**config.mk**
```make
export PLATFORM = sky130hd
export DESIGN_NAME = xt_guard_codec
export DESIGN_NICKNAME = d
export VERILOG_FILES = /design/src/rtl/xt_pkg.sv /design/src/rtl/xt_cand_gen.sv /design/src/rtl/xt_event_count.sv /design/src/rtl/xt_pick.sv /design/src/rtl/xt_dec.sv /design/src/rtl/xt_guard_codec.sv
export SDC_FILE = /design/constraint.sdc
export NUM_CORES = 1
export LEC_CHECK = 0
export BUFFER_PORTS_ARGS = -buffer_cell sky130_fd_sc_hd__buf_2
export CORE_UTILIZATION = 60
export CTS_BUF_LIST = sky130_fd_sc_hd__clkbuf_4 sky130_fd_sc_hd__clkbuf_8
export DETAILED_ROUTE_END_ITERATION = 16
export HOLD_SLACK_MARGIN = 0.06
export PLACE_DENSITY = 0.78
export SKIP_CTS_REPAIR_TIMING = 1
export SLEW_MARGIN = 20
export SYNTH_ARGS = -nofsm -noshare
export SYNTH_HDL_FRONTEND = slang
export SYNTH_SLANG_ARGS = --single-unit
export TNS_END_PERCENT = 50
```
**constraint.sdc**
```tcl
create_clock -name clk -period 37.1 [get_ports clk]
set_input_delay 7.42 -clock clk [delete_from_list [all_inputs] [get_ports clk]]
set_output_delay 7.42 -clock clk [all_outputs]
set_load 0.01 [all_outputs]
```
**src/rtl/xt_pkg.sv**
```systemverilog
package xt_pkg;

    localparam int GRP_DATA  = 3;
    localparam int GRP_WIRES = GRP_DATA + 1;

    // Direction of one wire between two consecutive bus words
    typedef enum logic [1:0] {
        DIR_HOLD = 2'd0,
        DIR_RISE = 2'd1,
        DIR_FALL = 2'd2
    } dir_e;

    // One slice on the bus: polarity on the top wire, body below
    typedef struct packed {
        logic                inv;
        logic [GRP_DATA-1:0] body;
    } grp_word_t;

    function automatic dir_e wire_dir(input logic prev, input logic next);
        if (prev == next) return DIR_HOLD;
        return next ? DIR_RISE : DIR_FALL;
    endfunction

    function automatic logic is_opposite(input dir_e a, input dir_e b);
        return ((a == DIR_RISE) && (b == DIR_FALL)) ||
               ((a == DIR_FALL) && (b == DIR_RISE));
    endfunction

    // Independent formulation used by checks: all three toggle and the new
    // centre value differs from both new neighbour values.
    function automatic int unsigned count_events(input logic [63:0] p,
                                                 input logic [63:0] n,
                                                 input int unsigned w);
        int unsigned cnt;
        cnt = 0;
        for (int unsigned i = 1; i + 1 < w; i++) begin
            if ((p[i] != n[i]) && (p[i-1] != n[i-1]) && (p[i+1] != n[i+1]) &&
                (n[i-1] != n[i]) && (n[i+1] != n[i]))
                cnt++;
        end
        return cnt;
    endfunction

endpackage

```
**src/rtl/xt_cand_gen.sv**
```systemverilog
module xt_cand_gen
    import xt_pkg::*;
#(
    parameter int GROUPS = 4,
    localparam int DATA_W = GROUPS * GRP_DATA,
    localparam int WIRES  = GROUPS * GRP_WIRES
) (
    input  logic [DATA_W-1:0] data_i,
    input  logic [GROUPS-1:0] inv_i,
    output logic [WIRES-1:0]  bus_o
);

    for (genvar g = 0; g < GROUPS; g++) begin : g_slice
        grp_word_t word;
        assign word.inv  = inv_i[g];
        assign word.body = data_i[g*GRP_DATA +: GRP_DATA] ^ {GRP_DATA{inv_i[g]}};
        assign bus_o[g*GRP_WIRES +: GRP_WIRES] = word;
    end

endmodule

```
**src/rtl/xt_event_count.sv**
```systemverilog
module xt_event_count
    import xt_pkg::*;
#(
    parameter int WIRES = 16,
    parameter int CNT_W = 5
) (
    input  logic [WIRES-1:0] prev_i,
    input  logic [WIRES-1:0] next_i,
    output logic [CNT_W-1:0] count_o
);

    dir_e             dir [WIRES];
    logic [WIRES-1:0] hit;

    for (genvar i = 0; i < WIRES; i++) begin : g_dir
        assign dir[i] = wire_dir(prev_i[i], next_i[i]);
    end

    // Edge wires have a single neighbour and can never be a centre
    assign hit[0]       = 1'b0;
    assign hit[WIRES-1] = 1'b0;
    for (genvar i = 1; i < WIRES - 1; i++) begin : g_hit
        assign hit[i] = is_opposite(dir[i], dir[i-1]) &&
                        is_opposite(dir[i], dir[i+1]);
    end

    always_comb begin
        count_o = '0;
        for (int i = 0; i < WIRES; i++)
            count_o = count_o + CNT_W'(hit[i]);
    end

endmodule

```
**src/rtl/xt_pick.sv**
```systemverilog
module xt_pick #(
    parameter int NCAND = 16,
    parameter int CNT_W = 5,
    parameter int SEL_W = 4
) (
    input  logic [NCAND*CNT_W-1:0] cnt_i,
    output logic [SEL_W-1:0]       sel_o,
    output logic [CNT_W-1:0]       best_o
);

    // Strict less-than keeps the lowest index on a tie
    always_comb begin
        best_o = cnt_i[0 +: CNT_W];
        sel_o  = '0;
        for (int i = 1; i < NCAND; i++) begin
            if (cnt_i[i*CNT_W +: CNT_W] < best_o) begin
                best_o = cnt_i[i*CNT_W +: CNT_W];
                sel_o  = SEL_W'(i);
            end
        end
    end

endmodule

```
**src/rtl/xt_dec.sv**
```systemverilog
module xt_dec
    import xt_pkg::*;
#(
    parameter int GROUPS = 4,
    localparam int DATA_W = GROUPS * GRP_DATA,
    localparam int WIRES  = GROUPS * GRP_WIRES
) (
    input  logic [WIRES-1:0]  bus_i,
    output logic [DATA_W-1:0] data_o
);

    for (genvar g = 0; g < GROUPS; g++) begin : g_slice
        grp_word_t word;
        assign word = bus_i[g*GRP_WIRES +: GRP_WIRES];
        assign data_o[g*GRP_DATA +: GRP_DATA] = word.body ^ {GRP_DATA{word.inv}};
    end

endmodule

```
**src/rtl/xt_guard_codec.sv**
```systemverilog
module xt_guard_codec
    import xt_pkg::*;
#(
    parameter int GROUPS = 4,
    localparam int DATA_W = GROUPS * GRP_DATA,
    localparam int WIRES  = GROUPS * GRP_WIRES,
    localparam int NCAND  = 1 << GROUPS,
    localparam int CNT_W  = $clog2(WIRES + 1),
    localparam int SEL_W  = GROUPS
) (
    input  logic              clk,
    input  logic              rst,
    input  logic [DATA_W-1:0] tx_data_i,
    output logic [WIRES-1:0]  bus_o,
    output logic [DATA_W-1:0] rx_data_o
);

    logic [WIRES-1:0]       bus_q;
    logic [WIRES-1:0]       cand [NCAND];
    logic [NCAND*CNT_W-1:0] cnt_flat;
    logic [SEL_W-1:0]       sel;
    logic [CNT_W-1:0]       best_cnt;

    // One candidate word and one event counter per complement combination
    for (genvar c = 0; c < NCAND; c++) begin : g_cand
        xt_cand_gen #(.GROUPS(GROUPS)) u_gen (
            .data_i (tx_data_i),
            .inv_i  (SEL_W'(c)),
            .bus_o  (cand[c])
        );
        xt_event_count #(.WIRES(WIRES), .CNT_W(CNT_W)) u_cnt (
            .prev_i  (bus_q),
            .next_i  (cand[c]),
            .count_o (cnt_flat[c*CNT_W +: CNT_W])
        );
    end

    xt_pick #(.NCAND(NCAND), .CNT_W(CNT_W), .SEL_W(SEL_W)) u_pick (
        .cnt_i  (cnt_flat),
        .sel_o  (sel),
        .best_o (best_cnt)
    );

    always_ff @(posedge clk) begin
        if (rst) bus_q <= '0;
        else     bus_q <= cand[sel];
    end

    assign bus_o = bus_q;

    xt_dec #(.GROUPS(GROUPS)) u_dec (
        .bus_i  (bus_q),
        .data_o (rx_data_o)
    );

    AST_RESET_BUS: assert property (@(posedge clk)
        rst |=> (bus_o == '0));

    AST_ROUNDTRIP: assert property (@(posedge clk) disable iff (rst)
        !rst |=> (rx_data_o == $past(tx_data_i)));

    AST_NO_4C: assert property (@(posedge clk) disable iff (rst)
        (best_cnt == '0) |=>
        (count_events(64'($past(bus_q)), 64'(bus_q), WIRES) == 0));

    AST_PLAIN_FIRST: assert property (@(posedge clk) disable iff (rst)
        (cnt_flat[0 +: CNT_W] == '0) |=> (bus_o == $past(cand[0])));

endmodule

```
# After elaboration in Yosys (flattened, before gate mapping)
# Index checks and enable logic that the tools add are counted.
[op_classes]
add_sub_neg = 114
n_mul = 0
div_mod_pow = 0
order_cmp = 16
n_eq_ne = 88
shift = 0
n_mux = 144
bitwise = 9
n_reduce_logical = 148
[ops]
columns = ["operator", "count"]
rows = [
  ["5-bit by 1-bit adder with 5-bit output", 109],
  ["2-bit 2-to-1 mux", 86],
  ["1-bit logical AND", 112],
  ["5-bit < comparator", 15],
  ["5-bit 2-to-1 mux", 14],
  ["16-bit binary-select mux with 4-bit select", 1],
  ["2-bit by 1-bit == test with 1-bit output (second input constant)", 32],
  ["2-bit == test (second input constant)", 32],
  ["1-bit logical OR", 36],
  ["16-bit 2-to-1 mux", 2],
  ["4-bit 2-to-1 mux", 8],
  ["1-bit 2-to-1 mux", 29],
  ["1-bit == test", 24],
  ["3-bit 2-to-1 mux", 4],
  ["3-bit NOT", 4],
  ["3-bit bitwise XOR", 4],
  ["2-bit by 1-bit adder with 3-bit output", 2],
  ["5-bit >= comparator (second input constant)", 1],
  ["4-bit NOT with 5-bit output", 1],
  ["1-bit by 1-bit adder with 2-bit output", 2],
  ["3-bit by 1-bit adder with 4-bit output", 1],
]
[word_totals]
register_bits = 16
latchBits = 0
ram_bits = 0
romBits = 0
inputBits = 14
output_inout_bits = 28
word_cells = 520
memories = 0

# Logic depth before layout (Yosys ltp)
# Gate-level depths: netlist of run 1.
[logic_depth]
word_depth = 55
mapped_depth = 124
ltp_nobuf = 113

# Hierarchy
# A second synthesis of run 1 with hierarchy kept.
[unflattened]
cells_unflattened = 2335
hier_area_um2 = 20090.5
[modules_own_cells]
columns = ["mod", "n_inst", "cells_per_inst", "area_each_um2", "seq_area_each_um2"]
rows = [
  ["xt_event_count (g_cand[10].u_cnt ...)", 9, 78, 708.2, 0.0],
  ["xt_pick", 1, 542, 3916.3, 0.0],
  ["xt_event_count (g_cand[5].u_cnt ...)", 4, 76, 703.2, 0.0],
  ["xt_guard_codec", 1, 280, 2642.5, 320.3],
  ["xt_cand_gen", 16, 16, 135.1, 0.0],
  ["xt_event_count (g_cand[0].u_cnt ...)", 2, 81, 681.9, 0.0],
  ["xt_event_count (g_cand[9].u_cnt)", 1, 77, 714.4, 0.0],
  ["xt_dec", 1, 12, 105.1, 0.0],
]

# Worst setup path after synthesis of run 1
# No wires, ideal clock.
[synth_timing]
path_kind = "input port to flip-flop"
startpoint = "input port tx_data_i[5]"
endpoint = "register bus_q[10] (netlist: bus_o[10])"
setup_ps = 123
arrival_time_ps = 30802
required_ps = 36977
setup_slack_ps = 6175
stages = 114
n_path_buf = 10
cell_sequence = "clkbuf_1 nor2b_1 nand4b_1 fa_1 fa_1 fa_1 fa_1 fa_1 fa_1 fa_1 ha_1 a21oi_1 maj3_2 o32ai_4 a31oi_4 nor2_1 a21oi_1 ha_1 [... 78 more ...] ha_1 a21o_1 a21o_1 a21o_1 nor2_1 nand2_1 a211oi_1 a311oi_4 mux2_1 ha_1 nor2b_1 o21ai_0 nand2b_1 a41oi_1 or2_2 a21oi_1 nor4b_4 mux2_1"
[synth_between]
elab_chain_len = 51
word_cells_on_any_way = 185
cone_classes = "104 x add/sub; 15 x order compare; 6 x eq/ne; 38 x mux; 2 x bitwise; 20 x reduce/logical"
[synth_rtl]
columns = ["element", "line_no", "source"]
rows = [
  ["from (decl)", "xt_guard_codec.sv:13", "input logic [DATA_W-1:0] tx_data_i,"],
  ["1-bit == test", "xt_pkg.sv:20", "if (prev == next) return DIR_HOLD;"],
  ["1-bit 2-to-1 mux", "xt_pkg.sv:20", ""],
  ["2-bit 2-to-1 mux", "xt_pkg.sv:21", "return next ? DIR_RISE : DIR_FALL;"],
  ["2-bit == test or 2-bit by 1-bit == test with 1-bit output (tied branches)", "xt_pkg.sv:25, xt_pkg.sv:26", ""],
  ["1-bit logical AND", "xt_pkg.sv:25, xt_pkg.sv:26", ""],
  ["1-bit logical OR", "xt_pkg.sv:25", "return ((a == DIR_RISE) && (b == DIR_FALL)) ||"],
  ["1-bit logical AND", "xt_event_count.sv:23", "assign hit[i] = is_opposite(dir[i], dir[i-1]) &&"],
  ["5-bit by 1-bit adder with 5-bit output (10 in a row)", "xt_event_count.sv:30", "count_o = count_o + CNT_W'(hit[i]);"],
  ["[... 25 more ...]", "-", ""],
  ["5-bit 2-to-1 mux", "xt_pick.sv:16", "if (cnt_i[i*CNT_W +: CNT_W] < best_o) begin"],
  ["5-bit < comparator", "xt_pick.sv:16", ""],
  ["5-bit 2-to-1 mux", "xt_pick.sv:16", ""],
  ["5-bit < comparator", "xt_pick.sv:16", ""],
  ["4-bit 2-to-1 mux (*)", "xt_pick.sv:16", ""],
  ["4-bit NOT with 5-bit output (not written as such) (*)", "xt_guard_codec.sv:46", "else bus_q <= cand[sel];"],
  ["16-bit binary-select mux with 4-bit select (*)", "xt_guard_codec.sv:46", ""],
  ["16-bit 2-to-1 mux (not written as such) (*) (2 in a row)", "xt_guard_codec.sv:46", ""],
  ["to (signal assigned)", "xt_guard_codec.sv:46", ""],
  ["to (decl)", "xt_guard_codec.sv:18", "logic [WIRES-1:0] bus_q;"],
]
# Mark *: on every way between the ends. The rest lies on a longest branch, timed or not. The select of a mux whose other input is x is not followed.
# A chain may end at the register's enable or synchronous reset.

# Worst setup path after layout of run 1
[layout_timing]
startpoint = "input port tx_data_i[2]"
endpoint = "register bus_q[9] (netlist: bus_o[9])"
[layout_between]
elab_chain_len = 55
word_cells_on_any_way = 195
cone_classes = "114 x add/sub; 15 x order compare; 6 x eq/ne; 38 x mux; 2 x bitwise; 20 x reduce/logical"
[layout_rtl]
columns = ["element", "line_no"]
rows = [
  ["parallel branches: the longest is 50 deep, another holds 5-bit by 1-bit adder with 5-bit output", "-"],
  ["4-bit 2-to-1 mux (*)", "xt_pick.sv:16"],
  ["4-bit NOT with 5-bit output (not written as such) (*)", "xt_guard_codec.sv:46"],
  ["16-bit binary-select mux with 4-bit select (*)", "xt_guard_codec.sv:46"],
  ["16-bit 2-to-1 mux (not written as such) (*) (2 in a row)", "xt_guard_codec.sv:46"],
]
# Mark *: on every way between the ends. The select of a mux whose other input is x is not followed.

==> flow_metrics.tcl, run 1 <==
set metrics [dict create \
    path_buf_inv 4 \
    die_y_um 119 \
    cts_tree "done" \
    synth-edff-count 0 \
    die-width_um 119 \
    outcome "completed" \
    gp_congestion 0.986 \
    finClkSkew_ps 4.16 \
    synth_ff_type "dfxtp_1" \
    grt-ovfl-total 0 \
    crit_fanout 15 \
    ys_seq_elements 16 \
    ioPinCount 42 \
    first_iter_violations 709 \
    holdPathEnd "bus_o[2]" \
    grt_pass1_vias 7732 \
    rrSetupSlack_ps 9910 \
    syn_to_final_growth_pct 4.04 \
    fp-row-count 42 \
    numCtsBuffers 3 \
    path_clk_slew_ps 70 \
    critical-path-slowest-cell "a31oi_1" \
    cp-end-kind "flip-flop" \
    coreArea_sq_um 13300 \
    start_util 0.619 \
    ys_async_sr_fraction 0 \
    antenna_found_initial 0 \
    path_class "in -> reg" \
    insertedDiodeCount 0 \
    grt_max_degree 30 \
    grt_use_total 0.336 \
    cts_buffer_depth 2 \
    dpl.hpwl_um 19900 \
    grt_pass1_wl_um 38400 \
    clk-insertion-delay-late_ps 250 \
    r2r_cells 102 \
    tns_ps 0 \
    syn_area_sq_um 8230 \
    yosysWarnings 0 \
    vias 8188 \
    slowest_delay_ps 770 \
    worstMarginPinSlew_ps 1200 \
    min_from "bus_o[12]" \
    syn_inst 1066 \
    synthTopCellsByArea "fa_1 (19%), ha_1 (7.3%), inv_1 (5.4%)" \
    start_kind "primary input" \
    max_slew_margin 0.195 \
    path_delay_family "compound AO/OA/AOI/OAI gates" \
    dieArea_sq_um 14200 \
    synth-seq-area-share 0.0389 \
    drive_above_1_share 0.0918 \
    synthTopCellsByCount "inv_1 (118), nor2_1 (107), nand2_1 (82)" \
    max_cap_viol_count 0 \
    period_minus_slack_ps 34070 \
    synth_cell_type_count 97 \
    clkSinkCount 16 \
    synth_area_per_cell_sq_um 7.72 \
    finalMaxSlewViolations 0 \
    post-route-drc-count 0 \
    yosys.area.top_type "fa_1" \
    rsz0062_at_grt "false" \
    via_per_inst 6.52 \
    htree_levels 1 \
    totalWireLength_um 23700 \
    drt-wirelength-per-cell_um 18.9 \
    fmax_mhz 29.3 \
    first_pass_iters 7 \
    hold_viol 0 \
    arrival_ps 34210 \
    final.period_utilization 0.918 \
    setup-violations-final 0 \
    synth.most_common_cell "inv_1" \
    fin_nets 1219 \
    regToRegStartpoint "bus_o[3]" \
    synth.top_cell.area_share 0.187 \
    root_buffer "clkbuf_8" \
    cp.required_ps 37240 \
    port_buffers 41 \
    detail-route-antenna-nets 0 \
    synth.net_count 1205 \
    hold_depth 6 \
    path_common_cell "ha_1" \
    largest_reg_flops 16 \
    r2r_end "bus_o[9]" \
    hold_class "reg -> reg" \
]
## metal layers
layer / global-route usage / vias to the layer above / wire length [um]
li1: - / 3890 / -
met2: 0.566 / 339 / 11100
met3: 0.0225 / 55 / 1460
met1: 0.448 / 3904 / 10300
met4: 0.135 / 0 / 847
met5: 0 / - / 0
## cell type report
type | count | area, sq um
Fill cell | 1192 | 4730
Multi-Input combinational cell | 900 | 7320
Clock buffer | 4 | 55.1
Sequential cell | 16 | 320
Tap cell | 176 | 220
Timing Repair Buffer | 41 | 205
Inverter | 118 | 443
## cell usage in the layout (no fill, tap or decap), drive strengths merged, types with 24 or more instances in the layout
cell / synthesis / routed
a21oi: 61 / 61
mux2: 27 / 27
nand2: 82 / 82
xor2: 27 / 27
mux2i: 30 / 30
inv: 118 / 118
fa: 77 / 77
o21ai: 46 / 46
nor2b: 34 / 34
ha: 48 / 48
nor2: 107 / 107
buf: 10 / 41
a31oi: 24 / 24
## worst reg2reg max path: cells and delay by family, from the launching register on
kind,cells,cell delay (ps)
compound gates,47,10500
flops,1,610
mux,7,2240
buf+inv,3,300
simple gates,21,4740
fa+ha+maj,24,8690
## how the worst max path moves through the flow
stage                     slack, ps  depth (start not counted)   endpoint    startpoint
after CTS                      3410                        104   bus_o[9]  tx_data_i[2]
after floorplan                6170                        114  bus_o[10]  tx_data_i[5]
after detailed placement       3190                        104   bus_o[9]  tx_data_i[2]
after global routing            910                        104  bus_o[13]  tx_data_i[2]
final                          3030                        104   bus_o[9]  tx_data_i[2]
after global placement         4180                        105   bus_o[9]  tx_data_i[2]
## stage by stage
stage	area [sq um]	utilization	cells	setup slack [ps]	hold slack, ps
2_1_floorplan	8230	-	1066	6170	1480
3_3_place_gp	8510	0.640	1251	4180	1680
3_5_place_dp	8510	0.640	1251	3190	1680
4_1_cts	8560	0.644	1255	3410	1700
5_1_grt	8560	0.644	1255	913	1780
6_report	8560	0.644	1255	3030	1720
## cell families after synthesis
group,Yosys count,synth area share
and+or+nand+nor,361,0.224
muxes,57,0.0748
AOI/OAI and AO/OA,306,0.274
DFF,16,0.0389
adders and majority gates,133,0.270
buffers and inverters,150,0.0717
xor gates and xnor gates,43,0.0467
Power of run 1 is left out: the tool's default activity adds up to more than one toggle a clock period on the data nets, which glitch-free logic cannot reach.
==> inputs of run 2 (changes only) <==
--- a/config.mk
+++ b/config.mk
@@ -10,10 +10,11 @@
 export CTS_BUF_LIST = sky130_fd_sc_hd__clkbuf_4 sky130_fd_sc_hd__clkbuf_8
 export DETAILED_ROUTE_END_ITERATION = 16
 export HOLD_SLACK_MARGIN = 0.06
-export PLACE_DENSITY = 0.78
+export PLACE_DENSITY = 0.77
 export SKIP_CTS_REPAIR_TIMING = 1
 export SLEW_MARGIN = 20
 export SYNTH_ARGS = -nofsm -noshare
 export SYNTH_HDL_FRONTEND = slang
+export SYNTH_HIERARCHICAL = 1
 export SYNTH_SLANG_ARGS = --single-unit
 export TNS_END_PERCENT = 50
==> flow_metrics.tcl, run 2 <==
set metrics [dict create \
    crit_fanout 44 \
    start_util 0.612 \
    slowest_delay_ps 600 \
    period_minus_slack_ps 35470 \
    dpl_cell_area_sq_um 21000 \
    holdPathEnd "bus_o[11]" \
    cts_buffer_depth 2 \
    finalMaxSlewViolations 0 \
    post-route-drc-count 0 \
    cp.required_ps 37240 \
    r2r_cells 123 \
    first_pass_iters 8 \
    fmax_mhz 28.2 \
    largest_reg_flops 16 \
    r2r_end "bus_o[13]" \
    numCtsBuffers 3 \
    worstMarginPinSlew_ps 833 \
    max_slew_margin 0.439 \
    syn_to_final_growth_pct 5.59 \
    die-width_um 185 \
    dpl_worst_slack_ps 994 \
    yosysWarnings 6 \
    ioPinCount 42 \
    arrival_ps 35620 \
    stdcell_count 2971 \
    hold_depth 12 \
    clkSinkCount 16 \
    seqCellArea_sq_um 337 \
    fp-row-count 66 \
    vias 18682 \
    outcome "completed" \
    syn_inst 2323 \
    first_iter_violations 1476 \
    finClkSkew_ps 7.39 \
    start_kind "primary input" \
    fin_ws_ps 1630 \
    path_class "in -> reg" \
    final_cell_area_sq_um 21100 \
    max_cap_viol_count 0 \
    path_clk_slew_ps 90 \
    cts_tree "done" \
    multi_input_area_sq_um 19100 \
    fin_nets 2764 \
    grt-ovfl-total 0 \
    grt_max_degree 89 \
    via_per_inst 6.29 \
    clk-insertion-delay-late_ps 280 \
    grt_pass1_vias 17552 \
    setup-violations-final 0 \
    syn_area_sq_um 20000 \
    mostFrequentLayoutCell "conb_1" \
    critical-path-slowest-cell "fa_1" \
    dpl.hpwl_um 47900 \
    drive_above_1_share 0.102 \
    grt_pass1_wl_um 95000 \
    hold_class "reg -> reg" \
    drt-wirelength-per-cell_um 20.3 \
    htree_levels 1 \
    grt_use_total 0.350 \
    hold_viol 0 \
    detail-route-antenna-nets 0 \
    synth_area_per_cell_sq_um 8.61 \
    totalWireLength_um 60300 \
    final.period_utilization 0.956 \
    path_common_cell "ha_1" \
    dp.cells 2963 \
    dieArea_sq_um 34100 \
    final_cell_mix "conb_1 (272), xor2_1 (224), inv_1 (187)" \
    rrSetupSlack_ps 8360 \
    port_buffers 41 \
    die_y_um 185 \
    utilization 0.646 \
    gp_congestion 0.982 \
    regToRegStartpoint "bus_o[7]" \
    root_buffer "clkbuf_8" \
    fillCellCount 2874 \
    min_from "bus_o[4]" \
    coreArea_sq_um 32700 \
    cp-end-kind "flip-flop" \
    antenna_found_initial 1 \
]
## run 2: stage by stage
| stage | hold WS (ps) | setup TNS, ps |
|---|---|---|
| floorplan | 2110 | 0 |
| global placement | 2320 | 0 |
| detailed placement | 2370 | 0 |
| CTS | 2390 | 0 |
| global route | 2530 | -624 |
| finish | 2420 | 0 |
## run 2: cell type report
cell class,count,area share
Antenna cell,1,0.000118
Timing Repair Buffer,64,0.0189
Inverter,187,0.0332
Clock buffer,4,0.00261
Sequential cell,16,0.0159
Tap cell,442,0.0262
Multi-Input combinational cell,2257,0.903
## run 2: worst max-delay path by stage
stage	slack [ps]	startpoint	endpoint
after detailed placement	990	tx_data_i[2]	bus_o[7]
final	1630	tx_data_i[2]	bus_o[13]
after CTS	1310	tx_data_i[2]	bus_o[7]
after global placement	1890	tx_data_i[2]	bus_o[8]
after global routing	-120	tx_data_i[2]	bus_o[12]
after floorplan	5360	tx_data_i[2]	bus_o[5]
## run 2: worst max-delay path: cells and delay by family
kind	cells	cell delay, ps
buf+inv	14	1670
fa+ha+maj	22	6770
xor+xnor	2	490
simple gates	20	3460
compound gates	55	11930
mux	12	3710
## run 2: routing by layer
layer | vias up | GRT usage | routed length [um]
met1 | 8999 | 0.505 | 27200
met5 | - | 0 | 13
met2 | 803 | 0.520 | 25800
met3 | 97 | 0.0775 | 5610
met4 | 2 | 0.0907 | 1610
li1 | 8781 | - | -
Power of run 2 is left out for the same reason.
==> inputs of run 3 (changes only) <==
--- a/config.mk
+++ b/config.mk
@@ -5,12 +5,13 @@
 export SDC_FILE = /design/constraint.sdc
 export NUM_CORES = 1
 export LEC_CHECK = 0
-export BUFFER_PORTS_ARGS = -buffer_cell sky130_fd_sc_hd__buf_2
+export BUFFER_PORTS_ARGS = -buffer_cell sky130_fd_sc_hd__clkbuf_2
 export CORE_UTILIZATION = 60
 export CTS_BUF_LIST = sky130_fd_sc_hd__clkbuf_4 sky130_fd_sc_hd__clkbuf_8
 export DETAILED_ROUTE_END_ITERATION = 16
 export HOLD_SLACK_MARGIN = 0.06
 export PLACE_DENSITY = 0.77
+export SETUP_SLACK_MARGIN = 0.3
 export SKIP_CTS_REPAIR_TIMING = 1
 export SLEW_MARGIN = 20
 export SYNTH_ARGS = -nofsm -noshare
==> flow_metrics.tcl, run 3 (synthesis gave the netlist of run 2 again) <==
set metrics [dict create \
    arrival_ps 35090 \
    utilization 0.646 \
    dpl.hpwl_um 47400 \
    grt_pass1_wl_um 95400 \
    cts_tree "done" \
    cts_buffer_depth 2 \
    finalMaxSlewViolations 0 \
    rrSetupSlack_ps 9150 \
    hold_class "reg -> reg" \
    die-width_um 185 \
    max_slew_margin 0.391 \
    vias 18724 \
    totalWireLength_um 60300 \
    period_minus_slack_ps 34940 \
    final_cell_mix "conb_1 (272), xor2_1 (224), inv_1 (187)" \
    first_iter_violations 1899 \
    clkSinkCount 16 \
    outcome "completed" \
    critical-path-slowest-cell "mux4_1" \
    cp.required_ps 37250 \
    grt_pass1_vias 17642 \
    worstMarginPinSlew_ps 914 \
    gp_congestion 0.978 \
    post-route-drc-count 0 \
    detail-route-antenna-nets 0 \
    ioPinCount 42 \
    grt_max_degree 84 \
    grt_use_total 0.352 \
    max_cap_viol_count 0 \
    hold_viol 0 \
    final.period_utilization 0.942 \
    slowest_delay_ps 580 \
    rsz0062_at_grt "false" \
    via_per_inst 6.30 \
    fmax_mhz 28.6 \
    die_y_um 185 \
    start_util 0.612 \
    drive_above_1_share 0.103 \
    path_clk_slew_ps 90 \
    syn_to_final_growth_pct 5.64 \
    first_pass_iters 5 \
    largest_reg_flops 16 \
    tns_ps 0 \
    mostFrequentLayoutCell "conb_1" \
    drt-wirelength-per-cell_um 20.3 \
    antenna_found_initial 2 \
    crit_fanout 42 \
    coreArea_sq_um 32700 \
    htree_levels 1 \
    fin_nets 2764 \
    fp-row-count 66 \
    path_class "in -> reg" \
    clk-insertion-delay-late_ps 290 \
    path_common_cell "ha_1" \
    port_buffers 41 \
    numCtsBuffers 3 \
    setup-violations-final 0 \
    grt-ovfl-total 0 \
    cp-end-kind "flip-flop" \
    dpl_cell_area_sq_um 21000 \
    dieArea_sq_um 34100 \
    insertedDiodeCount 0 \
    root_buffer "clkbuf_8" \
    start_kind "primary input" \
    final_cell_area_sq_um 21100 \
    finClkSkew_ps 3.49 \
    fillCellCount 2871 \
]
## run 3: path summary, 6_finish.rpt
check | from | to | cells past startpoint
hold / removal | bus_o[3] | bus_o[1] | 10
setup reg to reg | bus_o[7] | bus_o[10] | 127
hold reg to reg | bus_o[3] | bus_o[1] | 10
setup / recovery | tx_data_i[2] | bus_o[10] | 125
## run 3: critical path, delay by kind of cell
family | cells | cell delay [ps]
XOR/XNOR | 2 | 580
AO/OA/AOI/OAI | 57 | 11840
buffers and inverters | 12 | 1490
multiplexers | 11 | 3400
adder cells (fa/ha/maj) | 21 | 6780
AND/OR/NAND/NOR | 22 | 3500
## run 3: metrics by stage
step	hold WS, ps	setup WS (ps)	std cells
2_1_floorplan	2110	5360	2577
4_1_cts	2410	1100	2969
5_1_grt	2540	345	2970
3_5_place_dp	2390	880	2965
6_report	2460	2160	2970
3_3_place_gp	2350	1910	2965
## run 3: layer usage
| metal | wire length (um) | global-route usage |
|---|---|---|
| met1 | 26800 | 0.507 |
| met2 | 26000 | 0.534 |
| met3 | 5760 | 0.0652 |
| met4 | 1630 | 0.0880 |
| met5 | 26 | 0 |
## run 3: cell type report
type	instances	area (sq um)	share of cell area
clock buffers	4	55.1	0.00261
repair buffers	65	410	0.0194
multi-input cells	2256	19100	0.903
well taps	442	553	0.0262
flip-flops and latches	16	335	0.0159
inverters	187	702	0.0332
Power of run 3 is left out for the same reason.
